==> src/rtl/wl_pkg.sv <==
package wl_pkg;

    typedef enum logic [2:0] {
        OP_RD_CNT = 3'd0,
        OP_MAP_Q  = 3'd1,
        OP_LOOKUP = 3'd2,
        OP_ERASE  = 3'd3,
        OP_COPY   = 3'd4,
        OP_REMAP  = 3'd5
    } wl_op_e;

    typedef enum logic [3:0] {
        S_IDLE,
        S_RD_CMD,
        S_RD_WAIT,
        S_CMP,
        S_Q_CMD,
        S_Q_WAIT,
        S_ER_CMD,
        S_ER_WAIT,
        S_LK_CMD,
        S_LK_WAIT,
        S_CP_CMD,
        S_CP_WAIT,
        S_RM_CMD,
        S_RM_WAIT,
        S_RESP
    } wl_state_e;

endpackage

==> src/rtl/wl_lbn_seq.sv <==
// Full-period LCG over 2^LBN_W logical blocks (MUL-1 multiple of 4, INC odd).
module wl_lbn_seq #(
    parameter int LBN_W   = 4,
    parameter int LCG_MUL = 5,
    parameter int LCG_INC = 1
) (
    input  logic             clk,
    input  logic             rst_n,
    input  logic             advance,
    output logic [LBN_W-1:0] lbn
);
    localparam logic [LBN_W-1:0] MUL_L = LBN_W'(LCG_MUL);
    localparam logic [LBN_W-1:0] INC_L = LBN_W'(LCG_INC);

    typedef struct packed {
        logic [LBN_W-1:0] x;
    } seq_t;

    seq_t d, q;

    always_comb begin
        d = q;
        if (advance) begin
            d.x = q.x * MUL_L + INC_L;
        end
    end

    always_ff @(posedge clk) begin
        if (!rst_n) begin
            q <= '0;
        end else begin
            q <= d;
        end
    end

    assign lbn = q.x;
endmodule

==> src/rtl/wl_wear_avg.sv <==
// Running erase total; compares a count with the mean without dividing.
module wl_wear_avg #(
    parameter int CNT_W    = 12,
    parameter int N_BLOCKS = 64,
    parameter int DELTA    = 4
) (
    input  logic             clk,
    input  logic             rst_n,
    input  logic             bump_self,
    input  logic             bump_ext,
    input  logic [CNT_W-1:0] count,
    output logic             over
);
    localparam int SUM_W = CNT_W + $clog2(N_BLOCKS) + 1;
    localparam int CMP_W = SUM_W + 2;
    localparam logic signed [CMP_W-1:0] THR = CMP_W'(DELTA * N_BLOCKS);

    typedef struct packed {
        logic [SUM_W-1:0] total;
    } avg_t;

    avg_t d, q;
    logic [CMP_W-1:0]        scaled;
    logic signed [CMP_W-1:0] diff;

    always_comb begin
        d = q;
        d.total = q.total + SUM_W'(bump_self) + SUM_W'(bump_ext);
    end

    always_ff @(posedge clk) begin
        if (!rst_n) begin
            q <= '0;
        end else begin
            q <= d;
        end
    end

    always_comb begin
        scaled = CMP_W'(count) * CMP_W'(N_BLOCKS);
        diff   = signed'(scaled - CMP_W'(q.total));
        over   = diff > THR;
    end
endmodule

==> src/rtl/wl_swap_ctrl.sv <==
module wl_swap_ctrl
    import wl_pkg::*;
#(
    parameter int PBN_W = 6,
    parameter int LBN_W = 4,
    parameter int CNT_W = 12
) (
    input  logic             clk,
    input  logic             rst_n,
    input  logic             req_valid,
    output logic             req_ready,
    input  logic [PBN_W-1:0] req_pbn,
    output logic             rsp_valid,
    input  logic             rsp_ready,
    output logic [PBN_W-1:0] rsp_pbn,
    output logic             rsp_swap,
    output logic             rsp_err,
    output logic             cmd_valid,
    input  logic             cmd_ready,
    output logic [2:0]       cmd_op,
    output logic [PBN_W-1:0] cmd_pbn,
    output logic [PBN_W-1:0] cmd_src,
    output logic [LBN_W-1:0] cmd_lbn,
    input  logic             cmd_rsp_valid,
    input  logic [CNT_W-1:0] cmd_rsp_count,
    input  logic [PBN_W-1:0] cmd_rsp_pbn,
    input  logic             cmd_rsp_mapped,
    input  logic [LBN_W-1:0] seq_lbn,
    output logic             seq_advance,
    output logic [CNT_W-1:0] wear_count,
    input  logic             wear_over,
    output logic             wear_bump
);
    localparam int           NLBN    = 1 << LBN_W;
    localparam logic [LBN_W:0] TRY_MAX = (LBN_W + 1)'(NLBN);

    typedef struct packed {
        wl_state_e        st;
        logic [PBN_W-1:0] victim;
        logic [PBN_W-1:0] sub_pbn;
        logic [LBN_W-1:0] lbn;
        logic [CNT_W-1:0] count;
        logic [LBN_W:0]   tries;
        logic             err;
        logic             swap;
    } ctrl_t;

    ctrl_t d, q;

    always_comb begin
        d           = q;
        seq_advance = 1'b0;
        wear_bump   = 1'b0;
        case (q.st)
            S_IDLE: begin
                if (req_valid) begin
                    d.victim = req_pbn;
                    d.err    = 1'b0;
                    d.swap   = 1'b0;
                    d.st     = S_RD_CMD;
                end
            end
            S_RD_CMD:  if (cmd_ready) d.st = S_RD_WAIT;
            S_RD_WAIT: begin
                if (cmd_rsp_valid) begin
                    d.count = cmd_rsp_count;
                    d.st    = S_CMP;
                end
            end
            S_CMP: begin
                d.tries = '0;
                d.st    = wear_over ? S_Q_CMD : S_RESP;
            end
            S_Q_CMD: begin
                if (cmd_ready) begin
                    d.lbn       = seq_lbn;
                    d.tries     = q.tries + 1'b1;
                    seq_advance = 1'b1;
                    d.st        = S_Q_WAIT;
                end
            end
            S_Q_WAIT: begin
                if (cmd_rsp_valid) begin
                    if (!cmd_rsp_mapped) begin
                        d.st = S_ER_CMD;
                    end else if (q.tries == TRY_MAX) begin
                        d.err = 1'b1;
                        d.st  = S_RESP;
                    end else begin
                        d.st = S_Q_CMD;
                    end
                end
            end
            S_ER_CMD:  if (cmd_ready) d.st = S_ER_WAIT;
            S_ER_WAIT: if (cmd_rsp_valid) d.st = S_LK_CMD;
            S_LK_CMD:  if (cmd_ready) d.st = S_LK_WAIT;
            S_LK_WAIT: begin
                if (cmd_rsp_valid) begin
                    d.sub_pbn = cmd_rsp_pbn;
                    d.st      = S_CP_CMD;
                end
            end
            S_CP_CMD:  if (cmd_ready) d.st = S_CP_WAIT;
            S_CP_WAIT: if (cmd_rsp_valid) d.st = S_RM_CMD;
            S_RM_CMD:  if (cmd_ready) d.st = S_RM_WAIT;
            S_RM_WAIT: begin
                if (cmd_rsp_valid) begin
                    wear_bump = 1'b1;
                    d.swap    = 1'b1;
                    d.st      = S_RESP;
                end
            end
            S_RESP:    if (rsp_ready) d.st = S_IDLE;
            default:   d.st = S_IDLE;
        endcase
    end

    always_ff @(posedge clk) begin
        if (!rst_n) begin
            q    <= '0;
            q.st <= S_IDLE;
        end else begin
            q <= d;
        end
    end

    always_comb begin
        cmd_valid = 1'b1;
        cmd_op    = OP_RD_CNT;
        case (q.st)
            S_RD_CMD: cmd_op = OP_RD_CNT;
            S_Q_CMD:  cmd_op = OP_MAP_Q;
            S_ER_CMD: cmd_op = OP_ERASE;
            S_LK_CMD: cmd_op = OP_LOOKUP;
            S_CP_CMD: cmd_op = OP_COPY;
            S_RM_CMD: cmd_op = OP_REMAP;
            default:  cmd_valid = 1'b0;
        endcase
    end

    assign req_ready  = (q.st == S_IDLE);
    assign rsp_valid  = (q.st == S_RESP);
    assign rsp_pbn    = q.swap ? q.sub_pbn : q.victim;
    assign rsp_swap   = q.swap;
    assign rsp_err    = q.err;
    assign cmd_pbn    = q.victim;
    assign cmd_src    = q.sub_pbn;
    assign cmd_lbn    = (q.st == S_Q_CMD) ? seq_lbn : q.lbn;
    assign wear_count = q.count;
endmodule

==> src/rtl/wl_victim_swap.sv <==
module wl_victim_swap #(
    parameter int PBN_W    = 6,
    parameter int LBN_W    = 4,
    parameter int CNT_W    = 12,
    parameter int N_BLOCKS = 64,
    parameter int DELTA    = 4,
    parameter int LCG_MUL  = 5,
    parameter int LCG_INC  = 1
) (
    input  logic             clk,
    input  logic             rst_n,
    input  logic             req_valid,
    output logic             req_ready,
    input  logic [PBN_W-1:0] req_pbn,
    output logic             rsp_valid,
    input  logic             rsp_ready,
    output logic [PBN_W-1:0] rsp_pbn,
    output logic             rsp_swap,
    output logic             rsp_err,
    input  logic             blk_erased,
    output logic             cmd_valid,
    input  logic             cmd_ready,
    output logic [2:0]       cmd_op,
    output logic [PBN_W-1:0] cmd_pbn,
    output logic [PBN_W-1:0] cmd_src,
    output logic [LBN_W-1:0] cmd_lbn,
    input  logic             cmd_rsp_valid,
    input  logic [CNT_W-1:0] cmd_rsp_count,
    input  logic [PBN_W-1:0] cmd_rsp_pbn,
    input  logic             cmd_rsp_mapped
);
    logic [LBN_W-1:0] seq_lbn;
    logic             seq_advance;
    logic [CNT_W-1:0] wear_count;
    logic             wear_over;
    logic             wear_bump;

    wl_lbn_seq #(
        .LBN_W  (LBN_W),
        .LCG_MUL(LCG_MUL),
        .LCG_INC(LCG_INC)
    ) u_seq (
        .clk    (clk),
        .rst_n  (rst_n),
        .advance(seq_advance),
        .lbn    (seq_lbn)
    );

    wl_wear_avg #(
        .CNT_W   (CNT_W),
        .N_BLOCKS(N_BLOCKS),
        .DELTA   (DELTA)
    ) u_avg (
        .clk      (clk),
        .rst_n    (rst_n),
        .bump_self(wear_bump),
        .bump_ext (blk_erased),
        .count    (wear_count),
        .over     (wear_over)
    );

    wl_swap_ctrl #(
        .PBN_W(PBN_W),
        .LBN_W(LBN_W),
        .CNT_W(CNT_W)
    ) u_ctrl (
        .clk           (clk),
        .rst_n         (rst_n),
        .req_valid     (req_valid),
        .req_ready     (req_ready),
        .req_pbn       (req_pbn),
        .rsp_valid     (rsp_valid),
        .rsp_ready     (rsp_ready),
        .rsp_pbn       (rsp_pbn),
        .rsp_swap      (rsp_swap),
        .rsp_err       (rsp_err),
        .cmd_valid     (cmd_valid),
        .cmd_ready     (cmd_ready),
        .cmd_op        (cmd_op),
        .cmd_pbn       (cmd_pbn),
        .cmd_src       (cmd_src),
        .cmd_lbn       (cmd_lbn),
        .cmd_rsp_valid (cmd_rsp_valid),
        .cmd_rsp_count (cmd_rsp_count),
        .cmd_rsp_pbn   (cmd_rsp_pbn),
        .cmd_rsp_mapped(cmd_rsp_mapped),
        .seq_lbn       (seq_lbn),
        .seq_advance   (seq_advance),
        .wear_count    (wear_count),
        .wear_over     (wear_over),
        .wear_bump     (wear_bump)
    );
endmodule

==> config.mk <==
export PLATFORM = sky130hd
export DESIGN_NAME = wl_victim_swap
export DESIGN_NICKNAME = d
export VERILOG_FILES = /design/src/rtl/wl_pkg.sv /design/src/rtl/wl_lbn_seq.sv /design/src/rtl/wl_wear_avg.sv /design/src/rtl/wl_swap_ctrl.sv /design/src/rtl/wl_victim_swap.sv
export SDC_FILE = /design/constraint.sdc
export NUM_CORES = 1
export LEC_CHECK = 0
export BUFFER_PORTS_ARGS = -buffer_cell sky130_fd_sc_hd__buf_2
export CORE_ASPECT_RATIO = 1.1
export CORE_UTILIZATION = 51
export CTS_CLUSTER_SIZE = 24
export DETAILED_ROUTE_END_ITERATION = 10
export HOLD_SLACK_MARGIN = 0.1
export MAX_ROUTING_LAYER = met4
export PLACE_DENSITY = 0.76
export SETUP_SLACK_MARGIN = 0.1
export SYNTH_ARGS = -nofsm -noshare
export SYNTH_HDL_FRONTEND = slang
export SYNTH_SLANG_ARGS = --single-unit
==> constraint.sdc <==
create_clock -name clk -period 2.9 [get_ports clk]
set_input_delay 0.29 -clock clk [delete_from_list [all_inputs] [get_ports clk]]
set_output_delay 0.29 -clock clk [all_outputs]
set_load 0.03 [all_outputs]
==> results.yml <==
critical_path:
  reg2reg_from: "u_avg.q[11]"
  cp_cell_sequence: "inv_1 > ha_1 > o21a_1 > nor2_1 > nor3_1 > or4_1 > a221oi_2 > nand4_1 > a31o_1 > a21oi_2"
  cp-end-kind: "register"
  startpoint: "u_avg.q[11]"
  cp_slowest_cell: "or4_1"
  ff2ff_setup_slack_ns: 0.25
  worstSetupEndpoint: "u_ctrl.q[36]"
  r2r-end: "u_ctrl.q[36]"
  setup.worst_path.class: "register to register"
  cpPeakStageDelay_ns: 0.53
  arrival_ns: 2.93
  worst_r2r_path_depth: 10
  cp.required_ns: 3.19
  startpoint_type: "register"
  path_max_fanout: 11
synthesis:
  seq_area_frac_synth: 0.3328
  yosys.area.top_type_share: 0.3328
  synthFlopType: "dfxtp_1"
  ys_async_sr_fraction: 0
  yosys_warnings: 0
  syn_area_um2: 3730
  synth_nets: 501
  yosys.area.top_type: "dfxtp_1"
  synth_edf_count: 0
  synth_area_leaders: "dfxtp_1, nor2_1, ha_1"
  synthCells: 450
  synth_seq_cells: 62
  synth_most_common_cell: "dfxtp_1"
  synth_cell_types: 59
  synth_commonest_cells: "dfxtp_1, nor2_1, nand2_1, a21oi_1, inv_1"
  syn_avg_cell_area_um2: 8.289
routing:
  ant_nets: 0
  first_pass_iters: 4
  drt_iter0_drc: 76
  dr_total_vias: 3211
  wl_per_cell_um: 14.00
  vias_per_cell: 5.461
  drc_errors: 0
  drt-total-wl_um: 8233
global_route:
  grt_use_total: 0.2345
  grt_max_degree: 33
  grt_pass1_wl_um: 13880
  grt_pass1_vias: 3071
  antenna_found_initial: 0
  grt_overflow_total: 0
cts:
  numCtsBuffers: 9
  cts_tree: "built"
  clk_latency_ns: 0.35
  clk_pin_slew_worst_paths_ns: 0.07
  cts_root_buf: "clkbuf_8"
  cts_max_level: 3
  clkSinkCount: 62
  clockBufferDepth: 2
  hold_buffers: 0
flow_run:
  cap_violations: 0
sta:
  worstMarginPinSlew_ns: 0.6635
  rsz0062_at_grt: "no"
  finalSetupViolations: 0
  fin_hold_ws_ns: 0.1639
  fin_crit_ns: 2.645
  min_period_over_period: 0.9122
  slew_headroom: 0.5530
  setup_tns_ns: 0
  fmax_mhz: 378.0
  drv_slew: 0
  hold_viol: 0
  clock_skew_ns: 0.008228
placed_design:
  dp_hpwl_um: 6102
  gp_congestion: 0.8863
  port_buffers: 61
power:
  intPower_uw: 1715
  power_density_nw_per_um2: 569.9
  power_leakage_uw: 0.001950
  clkPwrFrac: 0.389
  swShare: 0.2944
  seq_power_share: 0.369
  pwr-share-comb: 0.242
  netSwitchingPower_uw: 715.7
  ir_drop_uv: 344.2
finish:
  syn_to_final_growth_pct: 14.36
  drive_above_1_share: 0.2227
  nets: 549
  num_antenna_cells: 0
floorplan:
  die_h_um: 91.69
  die_w_um: 83.54
  initial_core_util: 0.5293
  row_count: 32
  core-area_um2: 7047
  die_area_um2: 7660
  top_level_ports: 62
worst_hold_path:
  hold_class: "input pin to register"
outcome:
  outcome: "completed"
## logic make-up after synthesis
family                   synth area share
multiplexers                      0.09359
buffers and inverters             0.08453
AND/OR/NAND/NOR                    0.2291
flip-flops                         0.3328
XOR/XNOR                          0.05636
AO/OA/AOI/OAI                      0.1379
adder cells (fa/ha/maj)           0.06575
## cell type report
class,count,area [µm²]
Clock buffer,11,141.4
Tap cell,85,106.4
Clock inverter,5,106.4
Inverter,25,93.84
Sequential cell,62,1241
Multi-Input combinational cell,327,2181
Fill cell,639,2781
Timing Repair Buffer,73,395.4
## timing repair
item                       in CTS  in global routing
setup buffers                   0                  2
resized for setup               0                  2
setup endpoints to repair       0                  2
## worst min path at each step
stage                     cells past startpoint      startpoint           endpoint
after floorplan                               2           rst_n     u_ctrl.rsp_err
after global placement                        2    u_ctrl.q[20]       u_ctrl.q[20]
after detailed placement                      2    u_ctrl.q[20]       u_ctrl.q[20]
after CTS                                     3  cmd_rsp_pbn[0]  u_ctrl.cmd_src[0]
after global routing                          3  cmd_rsp_pbn[0]  u_ctrl.cmd_src[0]
final                                         3  cmd_rsp_pbn[0]  u_ctrl.cmd_src[0]
## layer usage
layer  vias up  routed length [µm]  global-route usage  part of all wire
met3        19                 301             0.04680             0.037
met2        80                3926              0.3893              0.48
li1       1645                   -                   -                 -
met1      1467                3794              0.2721              0.46
met5         -                   0                   -                 0
met4         0                 212              0.1144             0.026
## metrics by stage
stage | instance area, µm² | std cells | util | total power (µW) | setup WS (ns)
6_report | 4265 | 588 | 0.6053 | 2431 | 0.2546
3_3_place_gp | 3995 | 570 | 0.5669 | 1489 | 0.2995
4_1_cts | 4243 | 586 | 0.6021 | 2434 | 0.1788
5_1_grt | 4265 | 588 | 0.6053 | 2546 | 0.06744
2_1_floorplan | 3730 | 450 | - | 1370 | 0.1526
3_5_place_dp | 3995 | 570 | 0.5669 | 1489 | 0.2266
## registers in the layout (all words and copies together), names as in the netlist
register	flops
u_avg.q	19
u_ctrl.q	13
u_ctrl.wear_count	12
u_ctrl.cmd_pbn	6
u_ctrl.cmd_src	6
u_seq.lbn	4
u_ctrl.rsp_err	1
u_ctrl.rsp_swap	1
## power groups by stage
stage          clock (µW)  combinational [µW]  sequential, µW
2_1_floorplan           0                 454             916
3_3_place_gp            0                 572             917
3_5_place_dp            0                 571             918
4_1_cts               962                 573             898
5_1_grt               998                 645             902
6_report              945                 588             898
## worst max-delay path, delay by kind of cell, from the launching register on
kind,cells,cell delay (ns)
simple gates,4,0.91
fa+ha+maj,1,0.43
buf+inv,1,0.06
compound gates,4,0.86
flops,1,0.33
## cells in the final DEF, fill, tap and decap left out, types with 4 or more instances in the layout
master    instances
dfxtp_1          62
nor2_1           61
buf_2            61
nand2_1          49
a21oi_1          29
inv_1            24
mux2i_1          21
nand3_1          19
xnor2_1          17
ha_1             17
buf_4            12
nand4_1          11
mux2_2           11
clkbuf_8         10
o21ai_0           8
xor2_1            7
or3_1             5
and4_1            5
a211oi_1          4
nor3_1            4
and2_1            4
(Power assumes the default switching activity.)
